===== src/rtl/irq_gate_pkg.sv =====
package irq_gate_pkg;
  localparam int REG_W        = 8;
  localparam int GE_BIT       = 0;
  localparam int INS_BIT      = 1;
  localparam int CGD_BIT      = 5;
  localparam int SYS_MASK_BIT = 7;

  typedef struct packed {
    logic ctrlWr;
    logic maskWr;
    logic ack;
    logic ret;
  } gateStrobes_t;
endpackage


===== src/rtl/irq_gate_ctrl.sv =====
module irq_gate_ctrl
  import irq_gate_pkg::*;
(
  input  logic         regWrEn,
  input  logic         regSel,
  input  logic         irqAck,
  input  logic         irqRet,
  output gateStrobes_t strobes
);
  always_comb begin
    strobes.ctrlWr = regWrEn && !regSel;
    strobes.maskWr = regWrEn && regSel;
    strobes.ack    = irqAck;
    strobes.ret    = irqRet;
  end
endmodule


===== src/rtl/irq_gate_dp.sv =====
module irq_gate_dp
  import irq_gate_pkg::*;
#(
  parameter int NUM_MODULES = 6
) (
  input  logic                   clk,
  input  logic                   rstN,
  input  gateStrobes_t           strobes,
  input  logic [REG_W-1:0]       wrData,
  input  logic [NUM_MODULES-1:0] modPend,
  input  logic                   sysPend,
  output logic [REG_W-1:0]       ctrlValue,
  output logic [REG_W-1:0]       maskValue,
  output logic                   irqReq,
  output logic                   clkGateDis
);
  localparam int GROUPS = NUM_MODULES + 1;

  logic                   globalEn, inService, gateDis;
  logic [NUM_MODULES-1:0] modMask;
  logic                   sysMask;
  logic [GROUPS-1:0]      groupHit;

  // Control fields
  always_ff @(posedge clk or negedge rstN) begin
    if (!rstN) begin
      globalEn <= 1'b0;
      gateDis  <= 1'b0;
    end else if (strobes.ctrlWr) begin
      globalEn <= wrData[GE_BIT];
      gateDis  <= wrData[CGD_BIT];
    end
  end

  // In-service flag: acknowledge beats return, return beats software write
  always_ff @(posedge clk or negedge rstN) begin
    if (!rstN)               inService <= 1'b0;
    else if (strobes.ack)    inService <= 1'b1;
    else if (strobes.ret)    inService <= 1'b0;
    else if (strobes.ctrlWr) inService <= wrData[INS_BIT];
  end

  // Per-module mask flops and request gating
  generate
    for (genvar g = 0; g < NUM_MODULES; g++) begin : g_mod
      always_ff @(posedge clk or negedge rstN) begin
        if (!rstN)               modMask[g] <= 1'b0;
        else if (strobes.maskWr) modMask[g] <= wrData[g];
      end
      assign groupHit[g] = modPend[g] & modMask[g];
    end
  endgenerate

  always_ff @(posedge clk or negedge rstN) begin
    if (!rstN)               sysMask <= 1'b0;
    else if (strobes.maskWr) sysMask <= wrData[SYS_MASK_BIT];
  end
  assign groupHit[GROUPS-1] = sysPend & sysMask;

  assign irqReq     = globalEn & ~inService & (|groupHit);
  assign clkGateDis = gateDis;

  always_comb begin
    ctrlValue          = '0;
    ctrlValue[GE_BIT]  = globalEn;
    ctrlValue[INS_BIT] = inService;
    ctrlValue[CGD_BIT] = gateDis;
    maskValue          = '0;
    maskValue[NUM_MODULES-1:0] = modMask;
    maskValue[SYS_MASK_BIT]    = sysMask;
  end

  p_ack_sets_ins_r5: assert property (@(posedge clk) disable iff (!rstN)
    strobes.ack |=> ctrlValue[INS_BIT]);
  p_ret_clears_ins_r7: assert property (@(posedge clk) disable iff (!rstN)
    (strobes.ret && !strobes.ack) |=> !ctrlValue[INS_BIT]);
  p_ctrl_write_lands_r9: assert property (@(posedge clk) disable iff (!rstN)
    (strobes.ctrlWr && !strobes.ack && !strobes.ret) |=>
      (ctrlValue[GE_BIT] == $past(wrData[GE_BIT])) &&
      (clkGateDis == $past(wrData[CGD_BIT])) &&
      (ctrlValue[INS_BIT] == $past(wrData[INS_BIT])));
  p_mask_write_keeps_ctrl_r9: assert property (@(posedge clk) disable iff (!rstN)
    (strobes.maskWr && !strobes.ack && !strobes.ret) |=> $stable(ctrlValue));
endmodule


===== src/rtl/irq_gate_unit.sv =====
module irq_gate_unit
  import irq_gate_pkg::*;
(
  input  logic       clk,
  input  logic       rstN,
  input  logic       regWrEn,
  input  logic       regSel,
  input  logic [7:0] regWrData,
  input  logic [5:0] modPend,
  input  logic       sysPend,
  input  logic       irqAck,
  input  logic       irqRet,
  output logic [7:0] ctrlValue,
  output logic [7:0] maskValue,
  output logic       irqReq,
  output logic       clkGateDis
);
  gateStrobes_t strobes;

  irq_gate_ctrl u_ctrl (
    .regWrEn(regWrEn), .regSel(regSel), .irqAck(irqAck), .irqRet(irqRet),
    .strobes(strobes)
  );

  irq_gate_dp #(.NUM_MODULES(6)) u_dp (
    .clk(clk), .rstN(rstN), .strobes(strobes), .wrData(regWrData),
    .modPend(modPend), .sysPend(sysPend),
    .ctrlValue(ctrlValue), .maskValue(maskValue),
    .irqReq(irqReq), .clkGateDis(clkGateDis)
  );

  p_no_req_when_disabled_r2: assert property (@(posedge clk) disable iff (!rstN)
    !ctrlValue[GE_BIT] |-> !irqReq);
  p_in_service_blocks_r5: assert property (@(posedge clk) disable iff (!rstN)
    ctrlValue[INS_BIT] |-> !irqReq);
  p_reserved_zero_r10: assert property (@(posedge clk) disable iff (!rstN)
    (ctrlValue[7:6] == 2'b00) && (ctrlValue[4:2] == 3'b000) && !maskValue[6]);
endmodule


===== config.mk =====
export PLATFORM = sky130hd
export DESIGN_NAME = irq_gate_unit
export DESIGN_NICKNAME = d
export VERILOG_FILES = /design/src/rtl/irq_gate_pkg.sv /design/src/rtl/irq_gate_ctrl.sv /design/src/rtl/irq_gate_dp.sv /design/src/rtl/irq_gate_unit.sv
export SDC_FILE = /design/constraint.sdc
export NUM_CORES = 1
export LEC_CHECK = 0
export BUFFER_PORTS_ARGS = -buffer_cell sky130_fd_sc_hd__buf_4
export CORE_MARGIN = 2
export CORE_UTILIZATION = 37
export CTS_CLUSTER_SIZE = 16
export DETAILED_ROUTE_END_ITERATION = 12
export GPL_TIMING_DRIVEN = 0
export PLACE_DENSITY = 0.77
export SYNTH_ARGS = -nofsm -noshare
export SYNTH_HDL_FRONTEND = slang
export SYNTH_SLANG_ARGS = --single-unit
export TNS_END_PERCENT = 50

===== constraint.sdc =====
create_clock -name clk -period 1.3 [get_ports clk]
set_clock_uncertainty 0.05 [all_clocks]
set_input_delay 0.195 -clock clk [delete_from_list [all_inputs] [get_ports clk]]
set_output_delay 0.195 -clock clk [all_outputs]
set_load 0.05 [all_outputs]

==> flow_metrics.tcl, run 1 <==
set metrics [dict create \
    clk_pin_slew_ns 0.07 \
    synth-edff-count 0 \
    antenna_found_initial 0 \
    syn2layout_area_growth_pct 71.9 \
    core_mm2 0.00128 \
    crit_family "compound AO/OA/AOI/OAI gates" \
    htree_levels 1 \
    use_met1_pct 20.1 \
    routedWlPerCell_um 10.8 \
    dp_slack_ns -0.236 \
    clock_path_buffers 2 \
    grt_pass1_vias 404 \
    viasPerCell 4.40 \
    diodes 0 \
    dpl.hpwl_um 875 \
    maxSlewViolCount 0 \
    hold_viol 0 \
    rr_worst_depth 2 \
    worstReg2RegEnd "u_dp.maskValue[1]$_DFFE_PN0P_" \
    critPathKind "reg -> out" \
    path_max_fanout 2 \
    yosysWarnings 0 \
    fmax_mhz 577 \
    synth_area_leaders "dfrtp_1 50%, mux2_2 18%, buf_4 15%, a22oi_1 3.0%, nor2b_4 2.7%" \
    cp_cell_sequence "a222oi_1, a311oi_4, buf_6" \
    initial_core_util_pct 39.1 \
    grt_util_met2_pct 25.4 \
    die_y_um 40.9 \
    nets 104 \
    r2r_start "u_dp.maskValue[1]$_DFFE_PN0P_" \
    cp-start-kind "flop" \
    path_buf_inv 1 \
    grt_overflow 0 \
    min_period_ns 1.73 \
    worst_slack_ns -0.433 \
    syn_area_per_cell_um2 12.6 \
    final_layout_size_suffix_gt1_share_pct 78.0 \
    portBuffers 31 \
    clock-sinks 10 \
    syn_area_um2 503 \
    yosys-top-cells-count "10 x buf_4, 10 x dfrtp_1, 8 x mux2_2" \
    grtUsageTotal_pct 17.2 \
    ys.flop_type "dfrtp_1" \
    max-cap-violations 0 \
    status "complete, but fails checks" \
    drt.antenna.violating_nets 0 \
    worstPathRequired_ns 1.05 \
    ys_seq_elements 10 \
    synth-seq-area-share_pct 49.8 \
    crit_cells 3 \
    hp-class "in -> reg" \
    hold_slack_ns 0.0468 \
    wl_mm 1.05 \
    drcViolationCount 0 \
    min_path_cells 2 \
    synth_top_area_cell "dfrtp_1" \
    violations "negative setup slack" \
    dr.pass1.iters 4 \
    io_pins 39 \
    endpoint_kind "output pin" \
    grt_max_degree 11 \
    die_x_um 40.9 \
    yosys.area.top_type_share_pct 49.8 \
    met3_usage_pct 6.52 \
    max_stage_delay_ns 0.49 \
    gp_congestion 0.656 \
    insertion_delay_ns 0.27 \
    fillerInstances 113 \
    grt_pass1_wl_mm 1.70 \
    ys_types 14 \
    dieArea_mm2 0.00167 \
    root_buffer "clkbuf_4" \
    setup_viol 1 \
    grt_setup_unrepaired "yes" \
    via_count 427 \
    cpMaxStageDelayCell "a222oi_1" \
    cp-startpoint "u_dp.maskValue[1]$_DFFE_PN0P_" \
    pwr_density_cell_mw_per_mm2 1350 \
    fin_crit_sh_pct 133 \
    tritoncts "yes" \
    worstPathArrival_ns 1.49 \
    async_flop_share_pct 100 \
    timing.reg2reg.setup_slack_ns 0.34 \
    vdd_ir_drop_max_uv 903 \
    synthCells 40 \
    crit_path_end "irqReq" \
    dr.first_iter.drc_count 4 \
    busiest_layer "met2" \
    numCtsBuffers 3 \
    p_leak_nw 0.432 \
    rows 13 \
]
==> cell families (layout without fill, tap and decap cells) <==
| kind of cell | after synthesis | after routing | share of synthesized area [%] |
|---|---|---|---|
| flops | 10 | 10 | 49.8 |
| compound gates | 6 | 6 | 9.20 |
| simple gates | 3 | 3 | 4.73 |
| buf+inv | 11 | 48 | 15.7 |
| other cells | 1 | 6 | 0.746 |
| mux | 9 | 9 | 19.9 |
==> cell type report <==
cell class                 count  area (µm²)  area share, %
buffer                        10        75.1           8.68
clock buffer                   4        36.3           4.20
inverter                       1        3.75          0.434
multi-input combinational     24         215           24.9
sequential                    10         258           29.8
tap                           15        18.8           2.17
timing repair buffer          33         258           29.8
==> worst min-delay path by stage <==
stage,slack [ns],end,start
2_1_floorplan,-0.15,u_dp.clkGateDis$_DFFE_PN0P_,rstN
3_3_place_gp,-0.02,u_dp.sysMask$_DFFE_PN0P_,rstN
3_5_place_dp,-0.02,u_dp.sysMask$_DFFE_PN0P_,rstN
4_1_cts,0.04,u_dp.inService$_DFFE_PN0P_,irqRet
5_1_grt,0.03,u_dp.inService$_DFFE_PN0P_,irqRet
6_report,0.05,u_dp.inService$_DFFE_PN0P_,irqRet
==> stage by stage <==
step	power (mW)	setup TNS [ns]	instance area (µm²)	utilization, %	instances
2_1_floorplan	0.730	-0.248	552	-	45
3_3_place_gp	0.874	-0.232	803	62.5	91
3_5_place_dp	0.881	-0.236	803	62.5	91
4_1_cts	1.18	-0.452	861	67.0	97
5_1_grt	1.22	-0.538	865	67.3	97
6_report	1.16	-0.433	865	67.3	97
==> sequential cells by signal (all words and copies together), names as in the netlist <==
register         count
u_dp.maskValue       6
u_dp.clkGateDis      1
u_dp.globalEn        1
u_dp.inService       1
u_dp.sysMask         1
==> timing repair <==
item / in CTS / in global routing
hold endpoints to repair: 10 / 0
pin swaps: 2 / 0
cloned: 0 / 0
gates resized for setup: 1 / 1
buffers inserted: 1 / 0
endpoints found under the setup margin: 1 / 2
hold buffers: 1 / 0
==> cell usage in the layout, fill, tap and decap left out <==
cell            n
mux2i_1         1
a311oi_4        1
buf_4          40
nand2_1         1
dfrtp_1         4
a22oi_2         1
clkbuf_4        3
dlygate4sd3_1   1
dfrtp_2         6
clkbuf_8        1
inv_1           1
nor2b_4         1
a222oi_1        1
o21bai_1        1
a22oi_1         1
nand2_2         1
buf_6           2
o21ai_0         1
mux2_2          8
conb_1          6
==> where the power goes <==
group          total, mW  switching (mW)  internal (mW)  leakage [nW]
sequential         0.392          0.0329          0.360         0.111
clock              0.280           0.110          0.170        0.0210
combinational      0.492           0.300          0.192         0.300
==> routing by layer <==
metal | routed length [µm] | part of all wire [%] | vias up
met5 | 0 | 0 | -
met4 | 15 | 1.4 | 0
met3 | 116 | 11 | 2
met2 | 508 | 48 | 29
met1 | 407 | 39 | 187
li1 | - | - | 209
==> worst reg2reg max path, delay by kind of cell, from the launching register on <==
| family | cells | cell delay, ns |
|---|---|---|
| flip-flops | 1 | 0.41 |
| multiplexers | 1 | 0.25 |
| buffers and inverters | 1 | 0.14 |
No activity file was read; power rests on OpenSTA's default activity.
==> inputs of run 2 (changes only) <==
--- a/config.mk
+++ b/config.mk
@@ -6,7 +6,6 @@
 export NUM_CORES = 1
 export LEC_CHECK = 0
 export BUFFER_PORTS_ARGS = -buffer_cell sky130_fd_sc_hd__buf_4
-export CORE_MARGIN = 2
 export CORE_UTILIZATION = 37
 export CTS_CLUSTER_SIZE = 16
 export DETAILED_ROUTE_END_ITERATION = 12
==> flow_metrics.tcl, run 2 (synthesized netlist as in run 1, its figures left out) <==
set metrics [dict create \
    status "complete, but fails checks" \
    violations "negative setup slack" \
    diodes 0 \
    die_y_um 38.9 \
    min_period_ns 1.73 \
    worst_slack_ns -0.428 \
    vdd_ir_drop_max_uv 953 \
    hp-class "in -> reg" \
    power.switching_mw 0.442 \
    clkPwrFrac_pct 23.8 \
    crit_cells 3 \
    core_mm2 0.00119 \
    clk_pin_slew_ns 0.07 \
    tritoncts "yes" \
    grt_setup_unrepaired "yes" \
    io_pins 39 \
    clock_path_buffers 2 \
    cp_cell_sequence "a222oi_1, a311oi_4, buf_6" \
    hold_viol 0 \
    numCtsBuffers 3 \
    initial_core_util_pct 42.4 \
    htree_levels 1 \
    p_leak_nw 0.430 \
    via_count 415 \
    nets 104 \
    fillerInstances 97 \
    fmax_mhz 579 \
    r2r_start "u_dp.maskValue[1]$_DFFE_PN0P_" \
    dr.first_iter.drc_count 4 \
    worstPathRequired_ns 1.05 \
    cp-start-kind "flop" \
    routedWlPerCell_um 11.7 \
    drcViolationCount 0 \
    worstReg2RegEnd "u_dp.maskValue[1]$_DFFE_PN0P_" \
    dr.pass1.iters 3 \
    die_x_um 38.9 \
    p_seq_share_pct 34.0 \
    max-cap-violations 0 \
    final_cell_mix "41 x buf_4, 8 x mux2_2, 6 x conb_1, 6 x dfrtp_2, 4 x dfrtp_1" \
    grt_max_degree 11 \
    antenna_found_initial 0 \
    largest_reg_flops 6 \
    grt_overflow 0 \
    gp_congestion 0.683 \
    insertion_delay_ns 0.26 \
    worstPathArrival_ns 1.48 \
    grtUsageTotal_pct 18.2 \
    dieArea_mm2 0.00151 \
    fin_crit_sh_pct 133 \
    final_layout_size_suffix_gt1_share_pct 78.0 \
    crit_family "compound AO/OA/AOI/OAI gates" \
    total_power_mw 1.16 \
    dp_slack_ns -0.215 \
    power_frac_comb_pct 42.2 \
    clock-sinks 10 \
    path_buf_inv 1 \
    grt_pass1_vias 435 \
    timing.reg2reg.setup_slack_ns 0.34 \
    rr_worst_depth 2 \
    path_max_fanout 2 \
    setup_viol 1 \
    root_buffer "clkbuf_4" \
    layout_commonest_cell "buf_4" \
    wl_mm 1.13 \
    pwr_density_cell_mw_per_mm2 1350 \
    max_stage_delay_ns 0.48 \
    portBuffers 31 \
    rows 12 \
    cpMaxStageDelayCell "a222oi_1" \
    crit_path_end "irqReq" \
    cp-startpoint "u_dp.maskValue[1]$_DFFE_PN0P_" \
    viasPerCell 4.32 \
    syn2layout_area_growth_pct 70.9 \
    maxSlewViolCount 0 \
    swShare_pct 38.0 \
    grt_pass1_wl_mm 1.79 \
    critPathKind "reg -> out" \
    endpoint_kind "output pin" \
    drt.antenna.violating_nets 0 \
    p_int_mw 0.720 \
]
==> run 2: timing repair <==
| item | in CTS | in global routing |
|---|---|---|
| endpoints found under the hold margin | 10 | 0 |
| pin swaps | 2 | 0 |
| setup buffers | 1 | 0 |
| gates resized for setup | 1 | 0 |
| hold buffers | 1 | 0 |
| setup endpoints to repair | 1 | 1 |
==> run 2: through the flow <==
step           TNS (ns)  utilization, %  area (µm²)  std cells  hold WS, ns
5_1_grt          -0.498            72.5         860         96       0.0561
3_5_place_dp     -0.215            67.6         802         90      -0.0147
4_1_cts          -0.440            72.5         860         96       0.0445
3_3_place_gp     -0.230            67.6         802         90      -0.0190
6_report         -0.428            72.5         860         96       0.0548
2_1_floorplan    -0.248               -         552         45       -0.151
==> run 2: cell type report <==
| type | instances | area (µm²) | area share [%] |
|---|---|---|---|
| timing repair buffer | 33 | 254 | 29.5 |
| inverter | 1 | 3.75 | 0.437 |
| clock buffer | 4 | 36.3 | 4.22 |
| multi-input combinational | 24 | 215 | 25.0 |
| sequential | 10 | 258 | 30.0 |
| tap | 14 | 17.5 | 2.04 |
| buffer | 10 | 75.1 | 8.73 |
==> run 2: routing by layer <==
layer,track usage [%],vias to the layer above,part of all wire [%]
met5,0,-,0
met4,12.9,0,0.89
met3,1.73,2,5.0
met2,31.7,21,56
met1,20.2,184,38
li1,-,208,-
==> run 2: power by group through the flow <==
stage | combinational (mW) | clock [mW] | sequential (mW)
6_report | 0.490 | 0.277 | 0.395
4_1_cts | 0.495 | 0.290 | 0.395
2_1_floorplan | 0.219 | 0 | 0.510
5_1_grt | 0.515 | 0.303 | 0.401
3_3_place_gp | 0.476 | 0 | 0.398
3_5_place_dp | 0.482 | 0 | 0.402
==> run 2: worst min path at each step <==
stage | depth (start not counted) | from | to | slack [ns]
after floorplan | 0 | rstN | u_dp.clkGateDis$_DFFE_PN0P_ | -0.15
after global placement | 1 | rstN | u_dp.sysMask$_DFFE_PN0P_ | -0.02
after detailed placement | 1 | rstN | u_dp.clkGateDis$_DFFE_PN0P_ | -0.01
after CTS | 2 | irqRet | u_dp.inService$_DFFE_PN0P_ | 0.04
after global routing | 2 | irqRet | u_dp.inService$_DFFE_PN0P_ | 0.06
final | 2 | irqRet | u_dp.inService$_DFFE_PN0P_ | 0.05
==> inputs of run 3 (changes only) <==
--- a/config.mk
+++ b/config.mk
@@ -11,6 +11,7 @@
 export DETAILED_ROUTE_END_ITERATION = 12
 export GPL_TIMING_DRIVEN = 0
 export PLACE_DENSITY = 0.77
+export SKIP_CTS_REPAIR_TIMING = 1
 export SYNTH_ARGS = -nofsm -noshare
 export SYNTH_HDL_FRONTEND = slang
 export SYNTH_SLANG_ARGS = --single-unit
==> flow_metrics.tcl, run 3 (synthesized netlist as in run 1, its figures left out) <==
set metrics [dict create \
    viasPerCell 4.31 \
    hold_viol 0 \
    min_period_ns 1.73 \
    dieArea_mm2 0.00151 \
    drt.antenna.violating_nets 0 \
    grtUsageTotal_pct 17.4 \
    initial_core_util_pct 42.4 \
    setup_viol 1 \
    wl_met2_um 608 \
    dp_slack_ns -0.215 \
    portBuffers 31 \
    clk_pin_slew_ns 0.07 \
    swShare_pct 38.0 \
    min_path_cells 2 \
    cpMaxStageDelayCell "a222oi_1" \
    status "complete, but fails checks" \
    grt_pass1_wl_mm 1.70 \
    max_stage_delay_ns 0.47 \
    max-cap-violations 0 \
    cp-start-kind "flop" \
    routedWlPerCell_um 11.6 \
    timing.reg2reg.setup_slack_ns 0.44 \
    hold_slack_ns 0.0549 \
    cp-startpoint "u_dp.maskValue[1]$_DFFE_PN0P_" \
    dr.pass1.iters 3 \
    grt_overflow 0 \
    finalSetupTns_ns -0.427 \
    io_pins 39 \
    power_frac_comb_pct 41.8 \
    fmax_mhz 579 \
    pwr_density_cell_mw_per_mm2 1350 \
    gp_congestion 0.683 \
    grt_pass1_vias 422 \
    route.met3.wl_um 56 \
    htree_levels 1 \
    fin_crit_sh_pct 133 \
    final_cells 95 \
    worstReg2RegEnd "u_dp.maskValue[4]$_DFFE_PN0P_" \
    core_mm2 0.00119 \
    critPathKind "reg -> out" \
    met1_length_um 423 \
    syn2layout_area_growth_pct 69.4 \
    grt_setup_unrepaired "yes" \
    maxSlewViolCount 0 \
    fillerInstances 97 \
    routed.top_layer "met4" \
    clkPwrFrac_pct 24.0 \
    endpoint_kind "output pin" \
    crit_family "compound AO/OA/AOI/OAI gates" \
    largest_reg_flops 6 \
    cp_cell_sequence "a222oi_1, a311oi_4, buf_6" \
    diodes 0 \
    worstPathArrival_ns 1.48 \
    tritoncts "yes" \
    insertion_delay_ns 0.26 \
    rows 12 \
    crit_cells 3 \
    clock_path_buffers 2 \
    final_cell_mix "40 x buf_4, 8 x mux2_2, 6 x conb_1, 6 x dfrtp_2, 4 x dfrtp_1" \
    place_area_um2 802 \
    power.switching_mw 0.438 \
    p_seq_share_pct 34.2 \
    antenna_found_initial 0 \
    numCtsBuffers 3 \
    final_layout_size_suffix_gt1_share_pct 77.8 \
    grt_max_degree 11 \
    root_buffer "clkbuf_4" \
    path_buf_inv 1 \
    die_x_um 38.9 \
    violations "negative setup slack" \
    whs_endpoint "u_dp.inService$_DFFE_PN0P_" \
    vdd_ir_drop_max_uv 933 \
    die_y_um 38.9 \
    p_int_mw 0.715 \
    via_count 409 \
    hold_start "irqRet" \
    p_leak_nw 0.425 \
    hp-class "in -> reg" \
    drcViolationCount 0 \
    place_inst 90 \
    nets 103 \
    dr.first_iter.drc_count 4 \
    layout_commonest_cell "buf_4" \
    finalInstanceArea_um2 852 \
    path_max_fanout 3 \
    worstPathRequired_ns 1.05 \
    r2r_start "u_dp.maskValue[4]$_DFFE_PN0P_" \
    worst_slack_ns -0.427 \
    clock-sinks 10 \
    wl_mm 1.10 \
    rr_worst_depth 1 \
]
==> run 3: cell types whose count changed in the layout (fill, tap and decap cells not counted), sizes merged <==
| cell | delta |
|---|---|
| buf | -1 |
==> run 3: through the flow <==
| stage | utilization, % | total power [mW] |
|---|---|---|
| 6_report | 71.8 | 1.15 |
| 5_1_grt | 71.8 | 1.21 |
| 4_1_cts | 70.7 | 1.17 |
| 3_5_place_dp | 67.6 | 0.884 |
| 3_3_place_gp | 67.6 | 0.874 |
| 2_1_floorplan | - | 0.730 |
==> run 3: worst max path at each step <==
stage / end / slack, ns
CTS: irqReq / -0.51
floorplan: irqReq / -0.25
finish: irqReq / -0.43
detailed placement: irqReq / -0.21
global route: irqReq / -0.50
global placement: irqReq / -0.23
==> run 3: cell type report <==
cell class	count	area (µm²)	share of cell area [%]
Timing Repair Buffer	32	246	28.9
Multi-Input combinational cell	24	215	25.3
Buffer	10	75.1	8.81
Sequential cell	10	258	30.2
Tap cell	14	17.5	2.06
Inverter	1	3.75	0.441
Clock buffer	4	36.3	4.26
==> run 3: power groups by stage <==
stage	Combinational, mW	Sequential (mW)	Clock, mW
floorplan	0.219	0.510	0
global placement	0.476	0.398	0
detailed placement	0.482	0.402	0
CTS	0.483	0.396	0.290
global route	0.505	0.402	0.303
finish	0.482	0.395	0.277
==> run 3: per-layer routing <==
| layer | global-route usage [%] | up-vias |
|---|---|---|
| met2 | 30.4 | 21 |
| met5 | 0 | - |
| met1 | 19.1 | 180 |
| met3 | 1.73 | 2 |
| met4 | 12.9 | 0 |
| li1 | - | 206 |
